## config.mk

```make
export PLATFORM = sky130hd
export DESIGN_NAME = wbuf_snoop
export DESIGN_NICKNAME = d
export VERILOG_FILES = /design/src/rtl/wbb_pkg.sv /design/src/rtl/wbb_match.sv /design/src/rtl/wbb_queue.sv /design/src/rtl/wbuf_snoop.sv
export SDC_FILE = /design/constraint.sdc
export NUM_CORES = 1
export LEC_CHECK = 0
export ABC_AREA = 1
export BUFFER_PORTS_ARGS = -buffer_cell sky130_fd_sc_hd__buf_4
export CELL_PAD_IN_SITES_DETAIL_PLACEMENT = 1
export CELL_PAD_IN_SITES_GLOBAL_PLACEMENT = 1
export CORE_MARGIN = 5
export CORE_UTILIZATION = 44
export CTS_CLUSTER_DIAMETER = 150
export DETAILED_ROUTE_END_ITERATION = 12
export PLACE_DENSITY_LB_ADDON = 0.1
export SETUP_SLACK_MARGIN = 0.1
export SLEW_MARGIN = 40
export SYNTH_ARGS = -nofsm -noshare
export SYNTH_HDL_FRONTEND = slang
export SYNTH_HIERARCHICAL = 1
export SYNTH_SLANG_ARGS = --single-unit
```

## constraint.sdc

```tcl
create_clock -name clk -period 14.4 [get_ports clk]
set_clock_uncertainty 0.05 [all_clocks]
set_input_delay 2.88 -clock clk [delete_from_list [all_inputs] [get_ports clk]]
set_output_delay 2.88 -clock clk [all_outputs]
set_load 0.05 [all_outputs]
```

## src/rtl/wbb_pkg.sv

```systemverilog
`timescale 1ns/1ps
package wbb_pkg;
  // Fill level after one cycle: pops and cancels leave, a fresh allocation enters.
  function automatic int unsigned next_fill(input int unsigned cur, input bit popped,
                                            input int unsigned dropped, input bit added);
    int unsigned r;
    r = cur - (popped ? 1 : 0) - dropped + (added ? 1 : 0);
    return r;
  endfunction

  // Room for a new line while fill is below depth.
  function automatic bit has_room(input int unsigned fill, input int unsigned depth);
    return fill < depth;
  endfunction
endpackage

```

## src/rtl/wbb_match.sv

```systemverilog
`timescale 1ns/1ps
module wbb_match #(
  parameter int N  = 4,
  parameter int AW = 26
) (
  input  logic            en,
  input  logic [AW-1:0]   key,
  input  logic [N-1:0]    vld,
  input  logic [N*AW-1:0] addr_flat,
  output logic [N-1:0]    hit_vec,
  output logic            any_hit
);
  for (genvar g = 0; g < N; g++) begin : g_cmp
    assign hit_vec[g] = en && vld[g] && (addr_flat[g*AW +: AW] == key);
  end
  assign any_hit = |hit_vec;
endmodule

```

## src/rtl/wbb_queue.sv

```systemverilog
`timescale 1ns/1ps
module wbb_queue #(
  parameter int DEPTH = 4,
  parameter int AW    = 26,
  parameter int DW    = 64,
  localparam int CW   = $clog2(DEPTH + 1),
  localparam int IW   = $clog2(DEPTH)
) (
  input  logic               clk,
  input  logic               rst_n,
  input  logic               pop,
  input  logic [DEPTH-1:0]   drop,
  input  logic               ins_en,
  input  logic [DEPTH-1:0]   ins_hit,
  input  logic [AW-1:0]      ins_addr,
  input  logic [DW-1:0]      ins_data,
  output logic [DEPTH-1:0]   vld,
  output logic [DEPTH*AW-1:0] addr_flat,
  output logic [DEPTH*DW-1:0] data_flat,
  output logic [CW-1:0]      fill,
  output logic               merge_ev
);
  import wbb_pkg::*;

  logic [AW-1:0]    a_q [DEPTH];
  logic [DW-1:0]    d_q [DEPTH];
  logic [AW-1:0]    a_n [DEPTH];
  logic [DW-1:0]    d_n [DEPTH];
  logic [DEPTH-1:0] v_q, v_n, keep, merge_vec;
  logic [CW-1:0]    fill_q, fill_n, slot;
  logic             alloc_ev;

  assign keep      = v_q & ~drop & ~{{(DEPTH-1){1'b0}}, pop};
  assign merge_vec = ins_hit & keep;
  assign merge_ev  = ins_en && (|merge_vec);
  assign alloc_ev  = ins_en && !merge_ev;

  // Compact surviving entries toward slot 0, then append a fresh line.
  always_comb begin
    slot = '0;
    v_n  = '0;
    for (int i = 0; i < DEPTH; i++) begin
      a_n[i] = '0;
      d_n[i] = '0;
    end
    for (int i = 0; i < DEPTH; i++) begin
      if (keep[i]) begin
        a_n[slot[IW-1:0]] = a_q[i];
        d_n[slot[IW-1:0]] = (ins_en && merge_vec[i]) ? ins_data : d_q[i];
        v_n[slot[IW-1:0]] = 1'b1;
        slot = slot + CW'(1);
      end
    end
    if (alloc_ev && has_room(int'(slot), DEPTH)) begin
      a_n[slot[IW-1:0]] = ins_addr;
      d_n[slot[IW-1:0]] = ins_data;
      v_n[slot[IW-1:0]] = 1'b1;
    end
  end

  assign fill_n = CW'(next_fill(int'(fill_q), pop && v_q[0],
                                $countones(drop & v_q), alloc_ev));

  always_ff @(posedge clk) begin
    if (!rst_n) begin
      v_q    <= '0;
      fill_q <= '0;
      for (int i = 0; i < DEPTH; i++) begin
        a_q[i] <= '0;
        d_q[i] <= '0;
      end
    end else begin
      v_q    <= v_n;
      fill_q <= fill_n;
      for (int i = 0; i < DEPTH; i++) begin
        a_q[i] <= a_n[i];
        d_q[i] <= d_n[i];
      end
    end
  end

  for (genvar g = 0; g < DEPTH; g++) begin : g_flat
    assign addr_flat[g*AW +: AW] = a_q[g];
    assign data_flat[g*DW +: DW] = d_q[g];
  end
  assign vld  = v_q;
  assign fill = fill_q;


  fill_track_chk: assert property (@(posedge clk) disable iff (!rst_n)
    int'(fill_q) == $countones(v_q));


  packed_chk: assert property (@(posedge clk) disable iff (!rst_n)
    ((v_q + {{(DEPTH-1){1'b0}}, 1'b1}) & v_q) == '0);


  merge_keeps_fill_chk: assert property (@(posedge clk) disable iff (!rst_n)
    (merge_ev && !pop && drop == '0) |=> fill_q == $past(fill_q));
endmodule

```

## src/rtl/wbuf_snoop.sv

```systemverilog
`timescale 1ns/1ps
module wbuf_snoop #(
  parameter int DEPTH = 4,
  parameter int AW    = 26,
  parameter int DW    = 64,
  localparam int CW   = $clog2(DEPTH + 1)
) (
  input  logic          clk,
  input  logic          rst_n,
  input  logic          ins_valid,
  input  logic [AW-1:0] ins_addr,
  input  logic [DW-1:0] ins_data,
  output logic          ins_ready,
  output logic          mem_req,
  output logic [AW-1:0] mem_addr,
  output logic [DW-1:0] mem_data,
  input  logic          mem_gnt,
  input  logic          snp_valid,
  input  logic          snp_rwitm,
  input  logic [AW-1:0] snp_addr,
  output logic          snp_hit,
  output logic [DW-1:0] snp_data
);
  import wbb_pkg::*;

  logic [DEPTH-1:0]    q_vld, snp_vec, ins_vec, cancel_vec;
  logic [DEPTH*AW-1:0] q_addr;
  logic [DEPTH*DW-1:0] q_data;
  logic [CW-1:0]       fill;
  logic                ins_fire, pop_ev, merge_ev, ins_any;

  assign ins_ready = has_room(int'(fill), DEPTH);
  assign ins_fire  = ins_valid && ins_ready;
  assign mem_req   = q_vld[0];
  assign mem_addr  = q_addr[AW-1:0];
  assign mem_data  = q_data[DW-1:0];
  assign pop_ev    = mem_req && mem_gnt;

  wbb_match #(.N(DEPTH), .AW(AW)) u_snp_cmp (
    .en(snp_valid), .key(snp_addr), .vld(q_vld), .addr_flat(q_addr),
    .hit_vec(snp_vec), .any_hit(snp_hit));

  wbb_match #(.N(DEPTH), .AW(AW)) u_ins_cmp (
    .en(ins_valid), .key(ins_addr), .vld(q_vld), .addr_flat(q_addr),
    .hit_vec(ins_vec), .any_hit(ins_any));

  // The head is offered to memory and is never cancelled.
  assign cancel_vec = snp_rwitm ? (snp_vec & ~{{(DEPTH-1){1'b0}}, 1'b1}) : '0;

  always_comb begin
    snp_data = '0;
    for (int i = 0; i < DEPTH; i++)
      if (snp_vec[i]) snp_data = snp_data | q_data[i*DW +: DW];
  end

  wbb_queue #(.DEPTH(DEPTH), .AW(AW), .DW(DW)) u_q (
    .clk(clk), .rst_n(rst_n), .pop(pop_ev), .drop(cancel_vec),
    .ins_en(ins_fire), .ins_hit(ins_vec), .ins_addr(ins_addr), .ins_data(ins_data),
    .vld(q_vld), .addr_flat(q_addr), .data_flat(q_data), .fill(fill),
    .merge_ev(merge_ev));


  snoop_unique_chk: assert property (@(posedge clk) disable iff (!rst_n)
    $onehot0(snp_vec));


  ins_unique_chk: assert property (@(posedge clk) disable iff (!rst_n)
    $onehot0(ins_vec) && (ins_any || !merge_ev));


  no_overflow_chk: assert property (@(posedge clk) disable iff (!rst_n)
    int'(fill) <= DEPTH);


  pop_one_chk: assert property (@(posedge clk) disable iff (!rst_n)
    (pop_ev && !ins_fire && cancel_vec == '0) |=> fill == $past(fill) - CW'(1));


  head_hold_chk: assert property (@(posedge clk) disable iff (!rst_n)
    (mem_req && !mem_gnt && snp_rwitm && snp_vec[0]) |=>
      (mem_req && mem_addr == $past(mem_addr)));


  idle_gnt_chk: assert property (@(posedge clk) disable iff (!rst_n)
    (!mem_req && mem_gnt && !ins_fire) |=> !mem_req);
endmodule

```

---- After elaboration in Yosys (flattened, before gate mapping) ----
Memory sizes are Yosys's and may differ from the RTL's.
Index checks and enable logic that the tools add are counted.
storage, ports and cells
  memory bits (writable) .................. 360
  flip-flop bits (word level) ............. 7
  output and inout bits ................... 157
  memories kept ........................... 2
memory list
  name     depth  width  read ports  clocked after memory_dff  wr ports  RTL line         text
  u_q.d_q  4      64     4           0                         4         wbb_queue.sv:26  logic [DW-1:0] d_q [DEPTH];
  u_q.a_q  4      26     4           0                         4         wbb_queue.sv:25  logic [AW-1:0] a_q [DEPTH];
cells by class
  $lt $le $gt $ge ......................... 18
  muxes and demuxes ....................... 72
  equality and inequality tests ........... 8
  bitwise gates (word level) .............. 25
  add/sub/neg operators ................... 9
  reductions and logical operators ........ 37
operator list
  cell                                                        number
  2-to-1 mux 64 bit                                           17
  bitwise mux 256 bit                                         4
  2-to-1 mux 256 bit                                          4
  demux 64 bit (select 2 bit)                                 4
  bitwise mux 104 bit                                         4
  2-to-1 mux 104 bit                                          4
  2-to-1 mux 26 bit                                           9
  demux 26 bit (select 2 bit)                                 4
  == test 26 bit                                              8
  bitwise OR 64 bit                                           3
  logical AND 1 bit                                           34
  2-to-1 mux 4 bit                                            5
  AND 4 bit                                                   4
  >= comparator 3 bit, second input constant                  4
  less-than comparator 3 x 1 -> 1 bit, second input constant  4
  bitwise OR 4 bit                                            3
  2-to-1 mux 1 bit                                            10
  less-than comparator 2 x 3 -> 1 bit, second input constant  3
  2-to-1 mux 3 bit                                            3
  inverter 2 -> 3 bit                                         3
  demux 1 bit (select 2 bit)                                  4
  bitwise OR 1 bit                                            8
  OR reduction 4 bit                                          2
  adder 3 x 1 -> 3 bit, second input constant                 2
  13 further kinds                                            19

---- Depth between registers and ports, before layout ----
Gate-level depths: netlist of the first run.
An unclocked memory read counts as a cell.
  word-level depth ........................ 22
  gate-level depth with buffers ........... 36
  gate-level depth less buffers ........... 28

---- Hierarchy ----
Netlist of the first run, hierarchy kept.
modules (own cells, without submodules)
  module      area an instance (sq um)  times used  cells each
  wbb_queue   25346.8                   1           4587
  wbb_match   1821.7                    2           433
  wbuf_snoop  2393.5                    1           616

---- Worst setup path before layout of the first run ----
Ideal clock, no wire load.
  path type ............................... input to output
  from .................................... input snp_addr[18]
  to ...................................... output snp_data[10]
  arrival time ............................ 4.292 ns
  path buffers ............................ 3
  stages .................................. 12
  setup slack ............................. 7.178 ns
  cells stage by stage .................... buf_4 -> xnor2_1 -> nand2_1 -> nor2_1 -> nand3_1 -> nor2_2 -> buf_4 -> buf_2 -> nand2_1 -> nand2_1 -> inv_1 -> nand2_1
on the way
  longest elaborated chain between the ends .. 9
  elaborated cells on any way between the ends .. 15
  those cells by class .................... eq/ne: 4; mux: 4; bitwise: 3; reduce/logical: 4
ends and longest elaborated chain
  element                RTL line          text
  start: declaration     wbuf_snoop.sv:20  input logic [AW-1:0] snp_addr,
  == test 26 bit (*)     wbb_match.sv:14   assign hit_vec[g] = en && vld[g] && (addr_flat[g*AW +: AW] == key);
  logical AND 1 bit (*)  wbb_match.sv:14
  via snp_vec[0]         wbuf_snoop.sv:26  logic [DEPTH-1:0] q_vld, snp_vec, ins_vec, cancel_vec;
  2-to-1 mux 64 bit (*)  wbuf_snoop.sv:53  if (snp_vec[i]) snp_data = snp_data | q_data[i*DW +: DW];
  bitwise OR 64 bit      wbuf_snoop.sv:53
  2-to-1 mux 64 bit (*)  wbuf_snoop.sv:53
  bitwise OR 64 bit      wbuf_snoop.sv:53
  2-to-1 mux 64 bit (*)  wbuf_snoop.sv:53
  bitwise OR 64 bit      wbuf_snoop.sv:53
  2-to-1 mux 64 bit (*)  wbuf_snoop.sv:53
  end: declaration       wbuf_snoop.sv:22  output logic [DW-1:0] snp_data
Mark *: on every way through the listed nets, which the timed path passes. The rest lies on a longest branch.

==> results of run 1 <==
==> cell usage in the layout (no fill, tap or decap), drive strengths merged, types with 4 or more instances in the layout <==
cell type	instances
nand2	2274
inv	946
nor2	849
o21ai	456
nand3	403
dfxtp	367
buf	333
a21oi	128
o22ai	91
clkbuf	80
a31oi	51
or2	51
xnor2	47
xor2	14
o211ai	12
ha	12
clkinv	11
nand4	5
diode	4
fa	4
==> sequential cells by signal, summed over array words and instances, names as in the netlist <==
name      flops
u_q/a_q     104
u_q/fill      3
u_q/d_q     256
u_q/vld       4
==> critical path, stage by stage <==
cell      delay (ps)
buf_4            120
inv_1            150
o21ai_0          110
nor2_1           160
nand2_1           70
nor2_1            90
nand2_1          120
nor2_4           140
nand2_1           60
inv_1            110
inv_1             60
nand2_2          450
ha_1             360
nand2_8          350
nand2_1          260
inv_1             80
ha_1             190
inv_1            110
nor2_4            50
buf_4            390
nor2_4           670
clkinv_2         830
buf_4            650
o21ai_0          320
inv_1             80
nand2_1           90
nand2_1           80
nor2_1           150
==> routing by layer <==
metal,wire length [um],vias up
li1,-,18400
met1,60900,19000
met2,69000,1733
met3,12500,450
met4,6340,4
met5,14,-
==> power breakdown <==
| group | internal (uW) | switching (uW) | total [uW] |
|---|---|---|---|
| logic | 175 | 466 | 641 |
| clock network | 701 | 519 | 1220 |
| registers | 1060 | 64.0 | 1130 |
==> metrics by stage <==
| step | util (%) | area (sq um) | power (uW) |
|---|---|---|---|
| CTS | 50.2 | 35300 | 2990 |
| global route | 50.3 | 35400 | 3090 |
| floorplan | - | 31400 | 1510 |
| finish | 50.3 | 35400 | 2990 |
| detailed placement | 48.0 | 33800 | 1770 |
| global placement | 47.7 | 33500 | 1750 |
==> area by class of cell <==
type	instances	area (sq um)	area share, %
diodes	4	10.0	0.0283
multi-input cells	4402	19000	53.7
repair buffers	334	2740	7.73
clock inverters	8	51.3	0.145
well taps	940	1180	3.32
clock buffers	79	1490	4.21
flip-flops and latches	367	7350	20.7
inverters	949	3570	10.1
==> worst paths after layout <==
| kind | endpoint |
|---|---|
| setup / recovery | u_q/d_q[3][22]$_SDFF_PN0_ |
| hold / removal | u_q/fill[2]$_SDFF_PN0_ |
| setup reg to reg | u_q/d_q[3][22]$_SDFF_PN0_ |
| hold reg to reg | u_q/fill[2]$_SDFF_PN0_ |
==> run metrics, run 1 <==
Worst setup SP type primary input; Worst Setup Path Type primary input to flip-flop; hold_sp u_q/fill[2]$_SDFF_PN0_; RSZ-0062 raised after global routing no; synthesized area approximately 31,000 sq um; Die H ~280 um; Clock Tree Buf Depth 3; fillers roughly 11,000; leakage about 0.018 uW; clk sinks between 300 and 400; final wirelength 149,000 um; R2R Path Start u_q/vld[0]$_SDFF_PN0_; number of global-route vias before repair 39,500; grt total ovfl 0; Final Max Tran Viols 0; Place WS approximately 5400 ps; Worst Max-Slew Pin Slew 944 ps; Nets approximately 6,200; Die Wd 277 um; worst-path fanout max between 60 and 70; clock root cell clkbuf_16; Mean Syn Cell Area about 5.2 sq um; Post-Synthesis Cells 6,064; TritonCTS Buffers 48; status complete, no violations; GRT met2 Usage approximately 62%; worst hold path depth 2; Hold WC Path Type flip-flop to flip-flop; Post-DP HPWL approximately 90,000 um; minimum hold slack ~640 ps; max_cap viols 0; fin crit share 61.0%; Via-to-Cell Ratio around 5.6; TritonRoute pass-1 iters 5; yosys warns 6; first-pass GRT wire length around 230,000 um; post-DR wirelength/cell 21.0 um; via count 39,600; initial antenna violation count 5; Antenna Nets Post-Route 0; worst setup margin about 5600 ps; DR DRC count 0; met1 usage roughly 46%; GRT met3 Usage 5.91%; # resized after CTS 0; Die ar. around 77,000 sq um; hold_buf cts 0; Fin Setup TNS 0 ps; number of DRC markers in iteration 0 ~3,500; CP Data Required Time around 15,000 ps; share of cells above drive strength 1 under 10%; num rows 97; Non-Filler Instances about 7,000; reg2reg path depth 19; global-route total usage across every layer 36.7%; DP Cell Count between 6,000 and 7,000; Post-CTS Setup Repair Bufs 0; # setup viols final 0; clock tree from TritonCTS yes; CP Capture Type flip-flop; RD Place Congestion just over 1; grt peak-use layer met2; Ports approximately 280; Core Region about 70,000 sq um; Crit. Startpoint snp_addr[7]; relative slew slack a little under two fifths; Power Density 84.3 nW/um^2; Period minus WS final 8780 ps; H-tree depth 2; Max Freq approximately 110 MHz; Port Buffer Count 278; crit path DAT between 9000 and 10,000 ps; Syn-to-layout area delta 12.9%; reg-to-reg setup timing slack 7410 ps; clock-pin slew on the worst setup and hold paths 60 ps; largest net degree at the start of global routing between 90 and 100; Starting Density between 40% and 50%; worst skew pair latency roughly 610 ps; final hold vios 0; Max VDD drop just over 80 uV
Note: power is estimated with default switching activity, not from simulation.
==> run 2: changes to the inputs <==
Settings changed: CORE_UTILIZATION 44 to 37.
Clock period 14.4 ns to 7.15 ns, I/O delays scaled along.
==> run 2 against run 1 <==
Against the previous run: design area is 1.3% higher; combinational power up 100%; via count fell by 2.5%; hold slack better by 22 ps; flip-flop and latch count stayed put; cell count is 3.0% higher; power is 110% higher; global-route usage is 4.3 points lower; worst setup slack got worse by 4200 ps; critical path depth fell by 12.
==> run metrics, run 2 (synthesized netlist as in run 1, its figures left out) <==
worst-path fanout max 33 (-46%); clock tree from TritonCTS yes; P_int 4020 uW (+110%); Clock power frac 42.4% (+1.5 points); Largest Register u_q/d_q; hold_buf cts 0 (unchanged); global-route total usage across every layer 32.4% (-4.3 points); Worst Setup Path Type primary input to output pin; DR DRC count 0 (unchanged); Nets 6,260 (+0.32%); worst setup path end snp_data[59]; first-pass GRT wire length 229,000 um (+1.5%); leakage 0.0185 uW (+0.80%); commonest cells after routing, fill and taps aside nand2_1 (2,267), inv_1 (909), nor2_1 (832); clk sinks 367 (unchanged); Worst setup SP type primary input; # resized after CTS 0 (unchanged); worst setup margin 1370 ps (-4240 ps); Die Wd 301 um (+8.7%); Clock Tree Buf Depth 3 (unchanged); H-tree depth 2 (unchanged); Non-Filler Instances 7,296 (+3.0%); commonest non-fill, non-tap cell in the layout nand2_1; Comb pwr share 20.9% (-0.6 points); fin crit share 80.8%; Max Freq roughly 170 MHz; num rows 106 (+9.3%); Reg power frac 36.7% (-1.0 points); FF-to-FF End u_q/d_q[2][59]$_SDFF_PN0_; reg2reg path depth 27 (+8); minimum hold slack 658 ps (+21.5 ps); Worst Max-Slew Pin Slew 893 ps (-50.4 ps); clock root cell clkbuf_16; Net Sw Frac 35.1% (-0.077 points); Port Buffer Count 278 (unchanged); initial antenna violation count 2 (-3); final core utilization 42.8% (-7.5 points); CP Data Required Time 5670 ps (-9210 ps); Post-CTS Setup Repair Bufs 0 (unchanged); max_cap viols 0 (unchanged); CP Capture Type output pin; largest net degree at the start of global routing 144 (+55%); RD Place Congestion 0.948 (-7.8%); crit path DAT 4300 ps (-4960 ps); status complete, no violations; R2R Path Start u_q/vld[1]$_SDFF_PN0_; Starting Density 37.4% (-7.1 points); relative slew slack 40.4% (+3.4 points); Via-to-Cell Ratio 5.30 (-5.3%); DP Cell Count 7,201 (+3.0%); Ports 279 (unchanged); Post-DP HPWL 96,000 um (+5.3%); final wirelength 153,000 um (+2.8%); via count 38,700 (-2.5%); Crit. Startpoint snp_addr[25]; Period minus WS final ~5800 ps; final hold vios 0 (unchanged); Final Max Tran Viols 0 (unchanged); Power Density 173 nW/um^2 (+100%); number of DRC markers in iteration 0 2,800 (-21%); clock-pin slew on the worst setup and hold paths 60 ps (about the same); Place WS 1200 ps (-4170 ps); share of cells above drive strength 1 8.08% (+0.30 points); Die ar. 90,700 sq um (+18%); Core Region 83,800 sq um (+19%); fillers 12,200 (+16%); Hold WC Path Type flip-flop to flip-flop; Max VDD drop 176 uV (+110%); TritonCTS Buffers 52 (+8.3%); # setup viols final 0 (unchanged); Syn-to-layout area delta 14.3%; reg-to-reg setup timing slack 2040 ps (-5370 ps); Net Switching 2170 uW (+110%); grt total ovfl 0 (unchanged); Die H 301 um (+8.7%); Fin Setup TNS 0 ps (unchanged); post-DR wirelength/cell 21.0 um (-0.22%); Antenna Nets Post-Route 0 (unchanged); RSZ-0062 raised after global routing no; number of global-route vias before repair 37,900 (-4.0%); TritonRoute pass-1 iters 5 (unchanged); max reg flops 256 (unchanged); Antenna diodes 0 (-4); worst skew pair latency 620 ps (about the same)
==> run 2: cell count changes in the layout (fill, tap and decap cells not counted), sizes merged <==
cell and change:
clkbuf +1, buf +16, bufinv +2, clkinvlp +1
clkinv +1, inv +2, diode -4
==> run 2: metrics by stage <==
stage               instance area, sq um  power, uW
finish                             35900       6190
global route                       35900       6440
CTS                                35800       6220
detailed placement                 34200       3580
global placement                   34200       3570
floorplan                          31400       3040
==> run 2: worst min path at each step <==
| stage | from | end | cells past startpoint |
|---|---|---|---|
| after floorplan | u_q/fill[2]$_SDFF_PN0_ | u_q/fill[2]$_SDFF_PN0_ | 2 |
| after global placement | u_q/fill[2]$_SDFF_PN0_ | u_q/fill[2]$_SDFF_PN0_ | 2 |
| after detailed placement | u_q/fill[2]$_SDFF_PN0_ | u_q/fill[2]$_SDFF_PN0_ | 2 |
| after CTS | u_q/fill[2]$_SDFF_PN0_ | u_q/fill[2]$_SDFF_PN0_ | 2 |
| after global routing | u_q/fill[2]$_SDFF_PN0_ | u_q/fill[2]$_SDFF_PN0_ | 2 |
| final | u_q/fill[2]$_SDFF_PN0_ | u_q/fill[2]$_SDFF_PN0_ | 2 |
==> run 2: power by group through the flow <==
stage	combinational (uW)	sequential, uW	clock, uW
after floorplan	592	2450	0
after global placement	1250	2310	0
after detailed placement	1270	2310	0
after CTS	1280	2270	2680
after global routing	1390	2280	2770
final	1290	2270	2630
==> run 2: layout make-up <==
type / count / area [sq um] / area share, %
Clock inverter: 14 / 138 / 0.384
Inverter: 949 / 3570 / 9.96
Timing Repair Buffer: 350 / 2850 / 7.95
Sequential cell: 367 / 7350 / 20.5
Multi-Input combinational cell: 4402 / 19000 / 53.0
Tap cell: 1134 / 1420 / 3.96
Clock buffer: 80 / 1520 / 4.23
==> run 2: layer usage <==
metal	global-route usage [%]	share of wire, %	vias to the layer above
met5	0	0.0085	-
met4	9.34	2.8	2
met3	3.35	6.2	281
met2	56.2	47	1200
met1	42.7	44	18700
li1	-	-	18500
==> run 2: critical path: stages <==
cell and delay, ps:
buf_4 110, inv_1 130, nand2_1 90, nand2_1 70, nor2_1 120, nand2_1 70
nor2_1 100, nand2_1 120, nor2_4 170, buf_4 550, buf_4 620, nand2_1 100
nand2_1 100, inv_1 40, nand2_1 180, buf_4 240
